--- src/rtl/ldm_pkg.sv ---
package ldm_pkg;

  typedef enum logic [3:0] {
    OP_LB  = 4'h0,
    OP_LH  = 4'h1,
    OP_LWL = 4'h2,
    OP_LW  = 4'h3,
    OP_LBU = 4'h4,
    OP_LHU = 4'h5,
    OP_LWR = 4'h6,
    OP_SB  = 4'h8,
    OP_SH  = 4'h9,
    OP_SWL = 4'hA,
    OP_SW  = 4'hB,
    OP_SWR = 4'hE
  } ldm_op_e;

  typedef enum logic [1:0] {
    ST_IDLE   = 2'd0,
    ST_READ   = 2'd1,
    ST_MERGE  = 2'd2,
    ST_FINISH = 2'd3
  } ldm_state_e;

  function automatic logic op_is_legal(input logic [3:0] code);
    case (code)
      4'h0, 4'h1, 4'h2, 4'h3, 4'h4, 4'h5, 4'h6,
      4'h8, 4'h9, 4'hA, 4'hB, 4'hE: return 1'b1;
      default:                      return 1'b0;
    endcase
  endfunction

  function automatic logic op_is_store(input logic [3:0] code);
    return code[3];
  endfunction

endpackage

--- src/rtl/ldm_addr_gen.sv ---
module ldm_addr_gen #(
  parameter int DATA_W = 32,
  parameter int IMM_W  = 16,
  localparam int BYTES = DATA_W / 8,
  localparam int OFS_W = $clog2(BYTES)
) (
  input  logic [DATA_W-1:0] base,
  input  logic [IMM_W-1:0]  imm,
  output logic [DATA_W-1:0] eff_addr,
  output logic [DATA_W-1:0] aligned_addr,
  output logic [OFS_W-1:0]  offset
);

  function automatic logic [DATA_W-1:0] calc_ea(input logic [DATA_W-1:0] b,
                                                input logic [IMM_W-1:0]  d);
    return b + {{(DATA_W-IMM_W){d[IMM_W-1]}}, d};
  endfunction

  assign eff_addr     = calc_ea(base, imm);
  assign aligned_addr = {eff_addr[DATA_W-1:OFS_W], {OFS_W{1'b0}}};
  assign offset       = eff_addr[OFS_W-1:0];

endmodule

--- src/rtl/ldm_load_align.sv ---
module ldm_load_align import ldm_pkg::*; #(
  parameter int DATA_W = 32,
  localparam int BYTES = DATA_W / 8,
  localparam int OFS_W = $clog2(BYTES)
) (
  input  ldm_op_e           op,
  input  logic [OFS_W-1:0]  offset,
  input  logic [DATA_W-1:0] mem_word,
  input  logic [DATA_W-1:0] reg_old,
  output logic [DATA_W-1:0] result
);

  // upper lanes come from memory, the lowest (BYTES-1-k) lanes stay from the register
  function automatic logic [DATA_W-1:0] left_load(input logic [DATA_W-1:0] m,
                                                  input logic [DATA_W-1:0] r,
                                                  input logic [OFS_W-1:0]  k);
    int sh;
    logic [DATA_W-1:0] keep;
    sh   = 8 * (BYTES - 1 - int'(k));
    keep = ~({DATA_W{1'b1}} << sh);
    return (m << sh) | (r & keep);
  endfunction

  // lower lanes come from memory, the top k lanes stay from the register
  function automatic logic [DATA_W-1:0] right_load(input logic [DATA_W-1:0] m,
                                                   input logic [DATA_W-1:0] r,
                                                   input logic [OFS_W-1:0]  k);
    int sh;
    logic [DATA_W-1:0] keep;
    sh   = 8 * int'(k);
    keep = ~({DATA_W{1'b1}} >> sh);
    return (m >> sh) | (r & keep);
  endfunction

  function automatic logic [7:0] pick_byte(input logic [DATA_W-1:0] m,
                                           input logic [OFS_W-1:0]  k);
    return 8'(m >> (8 * int'(k)));
  endfunction

  function automatic logic [15:0] pick_half(input logic [DATA_W-1:0] m,
                                            input logic [OFS_W-1:0]  k);
    return 16'(m >> (16 * int'(k >> 1)));
  endfunction

  logic [7:0]  lane_b;
  logic [15:0] lane_h;

  assign lane_b = pick_byte(mem_word, offset);
  assign lane_h = pick_half(mem_word, offset);

  always_comb begin
    case (op)
      OP_LB:   result = {{(DATA_W-8){lane_b[7]}}, lane_b};
      OP_LBU:  result = {{(DATA_W-8){1'b0}}, lane_b};
      OP_LH:   result = {{(DATA_W-16){lane_h[15]}}, lane_h};
      OP_LHU:  result = {{(DATA_W-16){1'b0}}, lane_h};
      OP_LW:   result = mem_word;
      OP_LWL:  result = left_load(mem_word, reg_old, offset);
      OP_LWR:  result = right_load(mem_word, reg_old, offset);
      default: result = '0;
    endcase
  end

endmodule

--- src/rtl/ldm_store_merge.sv ---
module ldm_store_merge import ldm_pkg::*; #(
  parameter int DATA_W = 32,
  localparam int BYTES = DATA_W / 8,
  localparam int OFS_W = $clog2(BYTES)
) (
  input  ldm_op_e           op,
  input  logic [OFS_W-1:0]  offset,
  input  logic [DATA_W-1:0] mem_word,
  input  logic [DATA_W-1:0] reg_val,
  output logic [DATA_W-1:0] wdata
);

  function automatic logic [DATA_W-1:0] left_store(input logic [DATA_W-1:0] m,
                                                   input logic [DATA_W-1:0] r,
                                                   input logic [OFS_W-1:0]  k);
    int sh;
    logic [DATA_W-1:0] keep;
    sh   = 8 * (BYTES - 1 - int'(k));
    keep = ~({DATA_W{1'b1}} >> sh);
    return (r >> sh) | (m & keep);
  endfunction

  function automatic logic [DATA_W-1:0] right_store(input logic [DATA_W-1:0] m,
                                                    input logic [DATA_W-1:0] r,
                                                    input logic [OFS_W-1:0]  k);
    int sh;
    logic [DATA_W-1:0] keep;
    sh   = 8 * int'(k);
    keep = ~({DATA_W{1'b1}} << sh);
    return (r << sh) | (m & keep);
  endfunction

  logic [BYTES-1:0]  lane_en;
  logic [DATA_W-1:0] lane_src;
  logic [DATA_W-1:0] lane_word;

  always_comb begin
    case (op)
      OP_SB: begin
        lane_en  = BYTES'(1) << int'(offset);
        lane_src = {BYTES{reg_val[7:0]}};
      end
      OP_SH: begin
        lane_en  = BYTES'(3) << (2 * int'(offset >> 1));
        lane_src = {(BYTES/2){reg_val[15:0]}};
      end
      OP_SW: begin
        lane_en  = '1;
        lane_src = reg_val;
      end
      default: begin
        lane_en  = '0;
        lane_src = reg_val;
      end
    endcase
  end

  for (genvar g = 0; g < BYTES; g++) begin : g_lane
    assign lane_word[8*g +: 8] = lane_en[g] ? lane_src[8*g +: 8] : mem_word[8*g +: 8];
  end

  always_comb begin
    case (op)
      OP_SWL:  wdata = left_store(mem_word, reg_val, offset);
      OP_SWR:  wdata = right_store(mem_word, reg_val, offset);
      default: wdata = lane_word;
    endcase
  end

endmodule

--- src/rtl/ldm_ctrl.sv ---
module ldm_ctrl import ldm_pkg::*; (
  input  logic clk,
  input  logic rst_n,
  input  logic req_valid,
  input  logic req_legal,
  output logic accept,
  output logic busy,
  output logic rd_phase,
  output logic mrg_phase,
  output logic fin_phase
);

  ldm_state_e state_q, state_d;

  assign accept    = req_valid && req_legal && (state_q == ST_IDLE);
  assign busy      = (state_q != ST_IDLE);
  assign rd_phase  = (state_q == ST_READ);
  assign mrg_phase = (state_q == ST_MERGE);
  assign fin_phase = (state_q == ST_FINISH);

  always_comb begin
    case (state_q)
      ST_IDLE:   state_d = accept ? ST_READ : ST_IDLE;
      ST_READ:   state_d = ST_MERGE;
      ST_MERGE:  state_d = ST_FINISH;
      default:   state_d = ST_IDLE;
    endcase
  end

  always_ff @(posedge clk) begin
    if (!rst_n) state_q <= ST_IDLE;
    else        state_q <= state_d;
  end

endmodule

--- src/rtl/ldm_unit.sv ---
module ldm_unit import ldm_pkg::*; #(
  parameter int DATA_W    = 32,
  parameter int IMM_W     = 16,
  parameter int REG_IDX_W = 5,
  localparam int BYTES    = DATA_W / 8,
  localparam int OFS_W    = $clog2(BYTES)
) (
  input  logic                 clk,
  input  logic                 rst_n,
  input  logic                 req_valid,
  input  logic [3:0]           req_op,
  input  logic [DATA_W-1:0]    req_base,
  input  logic [IMM_W-1:0]     req_imm,
  input  logic [REG_IDX_W-1:0] req_rt_idx,
  input  logic [DATA_W-1:0]    req_rt_val,
  output logic                 busy,
  output logic                 mem_rd_en,
  output logic                 mem_wr_en,
  output logic [DATA_W-1:0]    mem_addr,
  output logic [DATA_W-1:0]    mem_wdata,
  input  logic [DATA_W-1:0]    mem_rdata,
  output logic                 wb_en,
  output logic [REG_IDX_W-1:0] wb_idx,
  output logic [DATA_W-1:0]    wb_data,
  output logic                 done
);

  logic accept, busy_w, rd_phase, mrg_phase, fin_phase, legal_w;
  logic [DATA_W-1:0] ea_w, aligned_w, load_w, store_w;
  logic [OFS_W-1:0]  off_w;

  ldm_op_e              op_q;
  logic [DATA_W-1:0]    aligned_q, val_q, res_q;
  logic [OFS_W-1:0]     off_q;
  logic [REG_IDX_W-1:0] idx_q;
  logic                 wb_q;

  assign legal_w = op_is_legal(req_op);

  ldm_addr_gen #(.DATA_W(DATA_W), .IMM_W(IMM_W)) u_addr (
    .base(req_base), .imm(req_imm),
    .eff_addr(ea_w), .aligned_addr(aligned_w), .offset(off_w)
  );

  ldm_ctrl u_ctrl (
    .clk(clk), .rst_n(rst_n), .req_valid(req_valid), .req_legal(legal_w),
    .accept(accept), .busy(busy_w), .rd_phase(rd_phase),
    .mrg_phase(mrg_phase), .fin_phase(fin_phase)
  );

  ldm_load_align #(.DATA_W(DATA_W)) u_load (
    .op(op_q), .offset(off_q), .mem_word(mem_rdata), .reg_old(val_q), .result(load_w)
  );

  ldm_store_merge #(.DATA_W(DATA_W)) u_store (
    .op(op_q), .offset(off_q), .mem_word(mem_rdata), .reg_val(val_q), .wdata(store_w)
  );

  always_ff @(posedge clk) begin
    if (!rst_n) begin
      op_q      <= OP_LB;
      aligned_q <= '0;
      off_q     <= '0;
      idx_q     <= '0;
      val_q     <= '0;
      res_q     <= '0;
      wb_q      <= 1'b0;
    end else begin
      if (accept) begin
        op_q      <= ldm_op_e'(req_op);
        aligned_q <= aligned_w;
        off_q     <= off_w;
        idx_q     <= req_rt_idx;
        val_q     <= req_rt_val;
      end
      if (mrg_phase) begin
        res_q <= load_w;
        wb_q  <= !op_is_store(op_q) && (idx_q != '0);
      end
    end
  end

  assign busy      = busy_w;
  assign mem_rd_en = rd_phase;
  assign mem_wr_en = mrg_phase && op_is_store(op_q);
  assign mem_addr  = aligned_q;
  assign mem_wdata = store_w;
  assign done      = fin_phase;
  assign wb_en     = fin_phase && wb_q;
  assign wb_idx    = idx_q;
  assign wb_data   = res_q;

endmodule

--- config.mk ---
export PLATFORM = sky130hd
export DESIGN_NAME = ldm_unit
export DESIGN_NICKNAME = d
export VERILOG_FILES = /design/src/rtl/ldm_pkg.sv /design/src/rtl/ldm_addr_gen.sv /design/src/rtl/ldm_load_align.sv /design/src/rtl/ldm_store_merge.sv /design/src/rtl/ldm_ctrl.sv /design/src/rtl/ldm_unit.sv
export SDC_FILE = /design/constraint.sdc
export NUM_CORES = 1
export LEC_CHECK = 0
export BUFFER_PORTS_ARGS = -buffer_cell sky130_fd_sc_hd__buf_2
export CAP_MARGIN = 20
export CORE_ASPECT_RATIO = 1.1
export CORE_UTILIZATION = 44
export CTS_CLUSTER_SIZE = 24
export DETAILED_ROUTE_END_ITERATION = 12
export GPL_TIMING_DRIVEN = 0
export MAX_ROUTING_LAYER = met4
export PLACE_DENSITY = 0.68
export SKIP_LAST_GASP = 1
export SLEW_MARGIN = 25
export SYNTH_ARGS = -nofsm -noshare
export SYNTH_HDL_FRONTEND = slang
export SYNTH_SLANG_ARGS = --single-unit
--- constraint.sdc ---
create_clock -name clk -period 3.4 [get_ports clk]
set_clock_uncertainty 0.1 [all_clocks]
set_input_delay 0.17 -clock clk [delete_from_list [all_inputs] [get_ports clk]]
set_output_delay 0.17 -clock clk [all_outputs]
set_load 0.02 [all_outputs]
* After elaboration in Yosys (flattened, before gate mapping) *
Memories as Yosys holds them, arrays and structs flattened.
Index checks and enable logic that the tools add are counted.

storage, ports and cells
  bits in registers = 108
  bits in read-only memories = 16
  output and inout bits = 106
  word-level logic and storage cells = 68
  memories = 1

operators by class
  add/sub/neg operators = 2
  equal/unequal tests = 14
  shifts and indexed selects = 11
  muxes and demuxes = 10
  bitwise logic cells = 12
  reductions and logical operators = 10

memories
  memory           depth  bits a word  read ports  clocked after Yosys merged registers in  wr ports  RTL line       text
  (no name shown)  16     1            1           0                                        0         ldm_pkg.sv:26  case (code)

operators with widths
  cell                                                                    number
  32-bit one-hot mux with 7 select lines                                  1
  32-bit bitwise AND                                                      4
  32-bit NOT                                                              4
  32-bit OR                                                               4
  32-bit one-hot mux with 2 select lines                                  2
  32-bit adder                                                            1
  8-bit two-way mux                                                       4
  32-bit by 32-bit left shift with 32-bit output                          1
  32-bit by 32-bit left shift with 32-bit output (first input constant)   1
  32-bit by 5-bit left shift with 32-bit output                           1
  32-bit by 5-bit left shift with 32-bit output (first input constant)    1
  32-bit by 32-bit right shift with 32-bit output                         1
  32-bit by 32-bit right shift with 32-bit output (first input constant)  1
  32-bit by 5-bit right shift with 16-bit output                          1
  32-bit by 5-bit right shift with 32-bit output                          1
  32-bit by 5-bit right shift with 32-bit output (first input constant)   1
  4-bit equality test (second input constant)                             5
  4-bit by 3-bit equality test with 1-bit output (second input constant)  3
  4-bit one-hot mux with 3 select lines                                   1
  4-bit by 2-bit equality test with 1-bit output (second input constant)  2
  2-bit one-hot mux with 3 select lines                                   1
  1-bit logical AND                                                       5
  5-bit nonzero test                                                      1
  2-bit equality test (second input constant)                             2
  other kinds (10)                                                        10

* Longest topological paths before layout *
Gate-level depths: netlist of the first run.

  depth in word-level cells = 6
  mapped depth = 9

* By module *
Synthesis of the first run repeated with hierarchy kept, for this count alone.

unflattened totals
  cell total of the unflattened synthesis = 1100
  area, all modules = 10198.5 um^2

by module, submodules not included
  module           times used  cells each  area an instance (um^2)
  ldm_unit         1           355         4192.8
  ldm_store_merge  1           257         2130.8
  ldm_addr_gen     1           276         2003.2
  ldm_load_align   1           199         1734.2
  ldm_ctrl         1           13          137.6

* Least setup slack after synthesis of the first run *
No wires, ideal clock.

  path kind = input port to flip-flop
  start = input port req_base[0]
  end = register aligned_q[30] (netlist: mem_addr[30])
  arrival time = 2268 ps
  data required time = 3183 ps
  setup slack = 914 ps
  cell stages on the path = 9
  path buffers = 0
  cell sequence = ha_1 -> fa_1 -> a211oi_1 -> o21ai_2 -> a2111oi_4 -> o32ai_2 -> nor3b_2 -> a41oi_1 -> a32o_1

on the way
  longest elaborated chain between the ends = 1

RTL lines
  element               RTL line            text
  from (decl)           ldm_unit.sv:12      input logic [DATA_W-1:0] req_base,
  32-bit adder          ldm_addr_gen.sv:16  return b + {{(DATA_W-IMM_W){d[IMM_W-1]}}, d};
  to (signal assigned)  ldm_unit.sv:71      aligned_q <= aligned_w;
  to (decl)             ldm_unit.sv:33      logic [DATA_W-1:0] aligned_q, val_q, res_q;

Every way passes these cells.
A chain may end at the register's enable or synchronous reset.

* Worst setup path in the final report of the first run *
  start = register off_q[1]
  end = output port mem_wdata[1]

on the way
  longest elaborated chain between the ends = 6

RTL lines
  element                                          RTL line               text
  from (decl)                                      ldm_unit.sv:34         logic [OFS_W-1:0] off_q;
  from (signal assigned)                           ldm_unit.sv:72         off_q <= off_w;
  2-bit by 2-bit subtractor with 3-bit output      ldm_store_merge.sv:18  sh = 8 * (BYTES - 1 - int'(k));
  32-bit by 32-bit right shift with 32-bit output  ldm_store_merge.sv:19  keep = ~({DATA_W{1'b1}} >> sh);
  32-bit NOT                                       ldm_store_merge.sv:19
  32-bit bitwise AND                               ldm_store_merge.sv:20  return (r >> sh) | (m & keep);
  32-bit OR                                        ldm_store_merge.sv:20
  32-bit one-hot mux with 2 select lines *         ldm_store_merge.sv:63  case (op)
  to (decl)                                        ldm_unit.sv:20         output logic [DATA_W-1:0] mem_wdata,

Mark *: on every way between the ends. The rest lies on a longest branch, timed or not.

==> results.py, run 1 <==
metrics = {
    "routing": {
        "wirelength_mm": 41.9,
        "first_pass_iters": 6,
        "vias": 11600,
        "drtIter0Drc": 1088,
        "vias_per_cell": 6.28,
        "wl_per_cell_um": 22.8,
        "antenna_left": 0,
        "drc": 0,
    },
    "global_route": {
        "grt_pass1_vias": 10900,
        "grtUsageTotal_pct": 38.3,
        "grt_max_degree": 19,
        "grt_first_pass_wirelength_mm": 62.2,
        "grt_overflow": 0,
        "grt_antenna_before_repair": 1,
    },
    "die": {
        "num_rows": 56,
        "ios": 230,
        "coreArea_um2": 21400,
        "start_util_pct": 44.9,
        "die_w_um": 143,
        "dieArea_um2": 22400,
        "die_h_um": 157,
    },
    "synthesis": {
        "syn_inst": 1271,
        "synth-seq-cells": 108,
        "syn_area_per_cell_um2": 7.56,
        "synth_edf_count": 0,
        "ys_seq_area_share_pct": 22.5,
        "synth_cell_type_count": 85,
        "ys.warnings.count": 0,
        "async_flop_share_pct": 0,
        "synth_ff_type": "dfxtp_1",
        "syn-cell-area_um2": 9610,
    },
    "finish": {
        "fin_cells": 1840,
        "area_delta_synth_final_pct": 22.8,
        "final_common_cell": "nand2_1",
        "fin_nets": 1705,
        "stdcell_area_um2": 11800,
        "drive_gt1_share_pct": 22.9,
        "final_cell_mix": "nand2_1, buf_2, a21oi_1",
    },
    "setup_path": {
        "crit_required_ns": 3.13,
        "critical_path_peak_fanout": 10,
        "critPathLaunchType": "flop",
        "end_kind": "primary output",
        "arrival_ns": 3.08,
        "crit_type": "reg -> out",
    },
    "power_and_ir_drop": {
        "comb_power_share_pct": 44.3,
        "p_leak_nw": 4.81,
        "p_switching_mw": 2.04,
        "p_int_mw": 2.76,
        "pwr-share-clk_pct": 23.1,
        "p_per_area_nw_per_um2": 407,
        "p_sw_share_pct": 42.4,
        "vdd_ir_drop_max_v": 0.000266,
        "power_frac_seq_pct": 32.6,
    },
    "clock_network": {
        "h-tree-depth": 3,
        "cts_tree": "done",
        "clk_latency_ns": 0.37,
        "clockBufferDepth": 2,
        "clkTransAtPathRegs_ns": 0.08,
        "numCtsBuffers": 9,
        "clockRootBuffer": "clkbuf_16",
        "post_cts_buffers": 0,
        "cts_sinks": 108,
    },
    "worst_hold_path": {
        "worst_hold_path_type": "in -> reg",
    },
    "placed_design": {
        "dp.cells": 1784,
        "dp_slack_ns": 0.392,
        "routabilityCongestion": 1.03,
        "numPortBuffers": 222,
        "dp_hpwl_mm": 31.7,
        "placed_cell_area_um2": 11100,
    },
    "sta": {
        "period_minus_slack_ns": 3.35,
        "finalMaxSlewViolations": 0,
        "tns_ns": 0,
        "finalHoldViolCount": 0,
        "grt_setup_unrepaired": "no",
        "slew_headroom_pct": 25.6,
        "setup_ws_ns": 0.0492,
        "fmax_mhz": 298,
        "whs_ns": 0.00730,
        "worst_pin_slew_ns": 1.11,
        "min_period_over_period_pct": 98.6,
        "setup_violations": 0,
    },
    "status": {
        "outcome": "finished clean",
    },
    "job": {
        "drv_cap": 0,
    },
}
-- Yosys cell counts (17+ instances only) --
library cell	number	area (um^2)
a21oi_1	141	706
ha_1	35	438
nor2_1	70	263
a211oi_1	21	158
a221oi_1	17	149
mux2i_1	101	1010
a21o_1	23	173
nand2_1	255	957
mux2_2	18	203
dfxtp_1	108	2160
mux4_2	18	405
o221ai_1	18	158
clkbuf_1	62	233
buf_2	29	145
o21ai_0	91	455
-- kinds of logic (layout without fill, tap and decap cells) --
logic type,Yosys count,after routing,share of synthesized area (%)
buf+inv,118,395,5.44
compound gates,429,429,29.1
mux,137,137,16.9
fa+ha+maj,36,36,4.77
other cells,1,3,0.0390
flops,108,108,22.5
xor+xnor,18,18,1.64
simple gates,424,424,19.6
-- registers in the layout, summed over array words and instances, names as in the netlist --
name and flops:
mem_addr 30, off_q 2, op_q 4, u_ctrl.state_q 2, val_q 32, wb_data 32
wb_idx 5, wb_q 1
-- layer usage --
| metal | wire [um] | share of wire [%] | global-route usage, % |
|---|---|---|---|
| met5 | 0 | 0 | - |
| met4 | 2740 | 6.5 | 24.5 |
| met3 | 4000 | 9.6 | 7.70 |
| met2 | 19100 | 46 | 60.4 |
| met1 | 16100 | 38 | 44.6 |
-- what timing repair did --
item                                   in CTS  in global routing
setup endpoints to repair                   0                 20
hold buffers                               40                  0
gates resized for setup                     0                  5
endpoints found under the hold margin      40                  0
-- worst max-delay path, cell delays in order, from the launching register on --
cell and delay [ns]:
dfxtp_1 0.31, buf_2 0.18, clkbuf_4 0.30, buf_2 0.38, buf_2 0.37, buf_2 0.33, mux2i_1 0.32, nand2_1 0.10
o221ai_1 0.19, buf_2 0.24
-- layout make-up --
cell class / instances / area [um^2]
timing repair buffer: 262 / 1510
multi-input combinational: 1046 / 6930
antenna: 1 / 2.50
clock inverter: 6 / 72.6
inverter: 12 / 45.0
sequential: 108 / 2160
clock buffer: 9 / 225
tap: 290 / 363
fill: 2129 / 9580
buffer: 106 / 483
-- power by group through the flow --
stage               Combinational (mW)  Clock, mW  Sequential, mW
floorplan                         1.26          0            1.65
global placement                  2.03          0            1.58
detailed placement                2.04          0            1.58
CTS                               2.08       1.12            1.56
global route                      2.29       1.16            1.58
finish                            2.13       1.11            1.56
-- metrics by stage --
| step | utilization [%] | power [mW] |
|---|---|---|
| after floorplan | - | 2.91 |
| after global placement | 51.9 | 3.61 |
| after detailed placement | 51.9 | 3.63 |
| after CTS | 55.2 | 4.76 |
| after global routing | 55.2 | 5.02 |
| final | 55.2 | 4.80 |
-- path summary, 6_finish.rpt --
| check | start | to | slack (ns) | cells past startpoint |
|---|---|---|---|---|
| setup reg to reg | u_ctrl.state_q[0]$_SDFF_PN0_ | wb_data[29]$_SDFFE_PN0N_ | 0.50 | 8 |
| setup / recovery | off_q[1]$_SDFFE_PN0P_ | mem_wdata[1] | 0.05 | 9 |
| hold / removal | req_op[2] | op_q[2]$_SDFFE_PN0P_ | 0.007 | 2 |
| hold reg to reg | mem_addr[19]$_SDFFE_PN0P_ | mem_addr[19]$_SDFFE_PN0P_ | 0.36 | 2 |
No activity file was read; power rests on OpenSTA's default activity.
==> run 2: changes to the inputs <==
--- a/config.mk
+++ b/config.mk
@@ -5,7 +5,7 @@
 export SDC_FILE = /design/constraint.sdc
 export NUM_CORES = 1
 export LEC_CHECK = 0
-export BUFFER_PORTS_ARGS = -buffer_cell sky130_fd_sc_hd__buf_2
+export BUFFER_PORTS_ARGS = -buffer_cell sky130_fd_sc_hd__clkbuf_2
 export CAP_MARGIN = 20
 export CORE_ASPECT_RATIO = 1.1
 export CORE_UTILIZATION = 44
==> run 2 against run 1 <==
  * Routed wire length grew 4.8%
  * Non-clock buffer count is the same
  * Register-to-register slack lost 0.10 ns
  * Hold slack gained 0.0098 ns
  * Clock power shrank 4%
  * Cell count is essentially flat
  * Critical path depth is the same
  * Clock-buffer cell count is the same
  * Via count grew 0.20%
  * Sequential power is essentially flat
  * Sequential share of layout area is essentially flat
==> results.py, run 2 (same netlist as run 1, synthesis figures left out) <==
metrics = {
    "power_and_ir_drop": {
        "vdd_ir_drop_max_v": 0.000235,
        "p_leak_nw": 4.78,
        "total_power_mw": 4.79,
        "pwr-share-clk_pct": 22.3,
        "power_frac_seq_pct": 32.8,
        "p_switching_mw": 2.09,
        "p_per_area_nw_per_um2": 406,
        "p_sw_share_pct": 43.7,
        "comb_power_share_pct": 45.0,
        "p_int_mw": 2.70,
    },
    "die": {
        "start_util_pct": 44.9,
        "die_w_um": 143,
        "ios": 230,
        "num_rows": 56,
        "coreArea_um2": 21400,
        "die_h_um": 157,
        "dieArea_um2": 22400,
    },
    "status": {
        "outcome": "finished clean",
    },
    "global_route": {
        "grt_max_degree": 20,
        "grt_first_pass_wirelength_mm": 64.4,
        "grt_pass1_vias": 10900,
        "grt_antenna_before_repair": 0,
        "grt_overflow": 0,
        "grtUsageTotal_pct": 40.0,
    },
    "placed_design": {
        "placed_cell_area_um2": 11100,
        "dp_hpwl_mm": 33.8,
        "routabilityCongestion": 1.01,
        "numPortBuffers": 222,
    },
    "finish": {
        "final_common_cell": "nand2_1",
        "stdcell_area_um2": 11800,
        "final_util_pct": 55.1,
        "area_delta_synth_final_pct": 22.7,
        "drive_gt1_share_pct": 23.0,
        "nFillCells": 2137,
        "antennaDiodeCount": 0,
        "fin_nets": 1705,
        "final_cell_mix": "nand2_1, clkbuf_2, a21oi_1",
    },
    "clock_network": {
        "numCtsBuffers": 9,
        "cts_tree": "done",
        "h-tree-depth": 3,
        "clkTransAtPathRegs_ns": 0.08,
        "cts_sinks": 108,
        "clk_latency_ns": 0.36,
        "clockRootBuffer": "clkbuf_16",
        "clockBufferDepth": 2,
    },
    "routing": {
        "drtIter0Drc": 1223,
        "first_pass_iters": 6,
        "wirelength_mm": 43.9,
        "wl_per_cell_um": 23.9,
        "vias": 11600,
        "antenna_left": 0,
        "vias_per_cell": 6.30,
        "drc": 0,
    },
    "job": {
        "drv_cap": 0,
    },
    "setup_path": {
        "critPathLaunchType": "flop",
        "critical_path_peak_fanout": 10,
        "cpMaxStageDelayCell": "mux2i_1",
        "end_kind": "primary output",
        "crit_type": "reg -> out",
        "max_stage_delay_ns": 0.37,
        "crit_chain": "buf_2, clkbuf_4, buf_4, buf_2, clkbuf_4, mux2i_1, nand2_1, o221ai_1, clkbuf_2",
        "arrival_ns": 3.08,
        "crit_required_ns": 3.13,
    },
    "sta": {
        "worst_pin_slew_ns": 0.945,
        "fmax_mhz": 299,
        "grt_setup_unrepaired": "no",
        "slew_headroom_pct": 36.9,
        "setup_violations": 0,
        "min_period_over_period_pct": 98.4,
        "finalHoldViolCount": 0,
        "finalMaxSlewViolations": 0,
        "period_minus_slack_ns": 3.35,
        "tns_ns": 0,
    },
    "worst_hold_path": {
        "worst_hold_path_type": "in -> reg",
    },
}
[run 2: cell types whose count changed in the layout (fill, tap and decap cells not counted)]
cell and delta:
buf_2 -224, clkbuf_2 +222, inv_8 +2, buf_4 +1
bufinv_16 -1, clkbuf_4 +1, diode_2 -1, inv_6 -1
nor3b_1 -1, nor3b_2 +1
[run 2: repair_timing]
action	CTS	global route
endpoints found under the hold margin	40	0
cloned	0	0
buffers inserted	0	0
setup endpoints to repair	4	17
hold buffers	40	0
gates resized for setup	1	5
pin swaps	0	0
[run 2: layout make-up]
class	count	area (um^2)	share of cell area, %
Multi-Input combinational cell	1046	6930	58.8
Sequential cell	108	2160	18.3
Timing Repair Buffer	262	1510	12.8
Buffer	106	488	4.14
Tap cell	290	363	3.08
Clock buffer	9	225	1.91
Clock inverter	6	56.3	0.478
Inverter	12	45.0	0.382
[run 2: final timing paths]
kind                                 from                       end  slack [ns]  cells past startpoint
max reg2reg  u_ctrl.state_q[0]$_SDFF_PN0_  wb_data[28]$_SDFFE_PN0N_        0.40                      8
max                 off_q[1]$_SDFFE_PN0P_              mem_wdata[1]        0.05                      9
min                             req_op[2]      op_q[2]$_SDFFE_PN0P_        0.02                      2
min reg2reg      mem_addr[3]$_SDFFE_PN0P_  mem_addr[3]$_SDFFE_PN0P_        0.36                      2
[run 2: metal layers]
layer	track usage, %	up-vias	part of all wire [%]
li1	-	5239	-
met1	45.7	5421	38
met2	65.9	740	47
met3	5.57	183	8.5
met4	25.2	0	6.5
met5	-	-	0
[run 2: power by group through the flow]
stage / Combinational, mW / Sequential, mW / Clock, mW
after floorplan: 1.26 / 1.65 / 0
after global placement: 2.06 / 1.59 / 0
after detailed placement: 2.07 / 1.59 / 0
after CTS: 2.11 / 1.56 / 1.08
after global routing: 2.31 / 1.58 / 1.12
final: 2.15 / 1.57 / 1.07
[run 2: metrics by stage]
stage	setup slack [ns]	hold slack, ns	std cells
floorplan	0.914	0.206	1272
global placement	0.218	0.297	1784
detailed placement	0.280	0.301	1784
CTS	0.000305	0.00663	1839
global route	0.0198	0.0319	1839
finish	0.0547	0.0171	1839
[run 2: worst max-delay path: cells and delay by family, from the launching register on]
family / cells / cell delay (ns)
flops: 1 / 0.33
simple gates: 1 / 0.11
compound gates: 1 / 0.18
buf+inv: 6 / 1.71
mux: 1 / 0.37
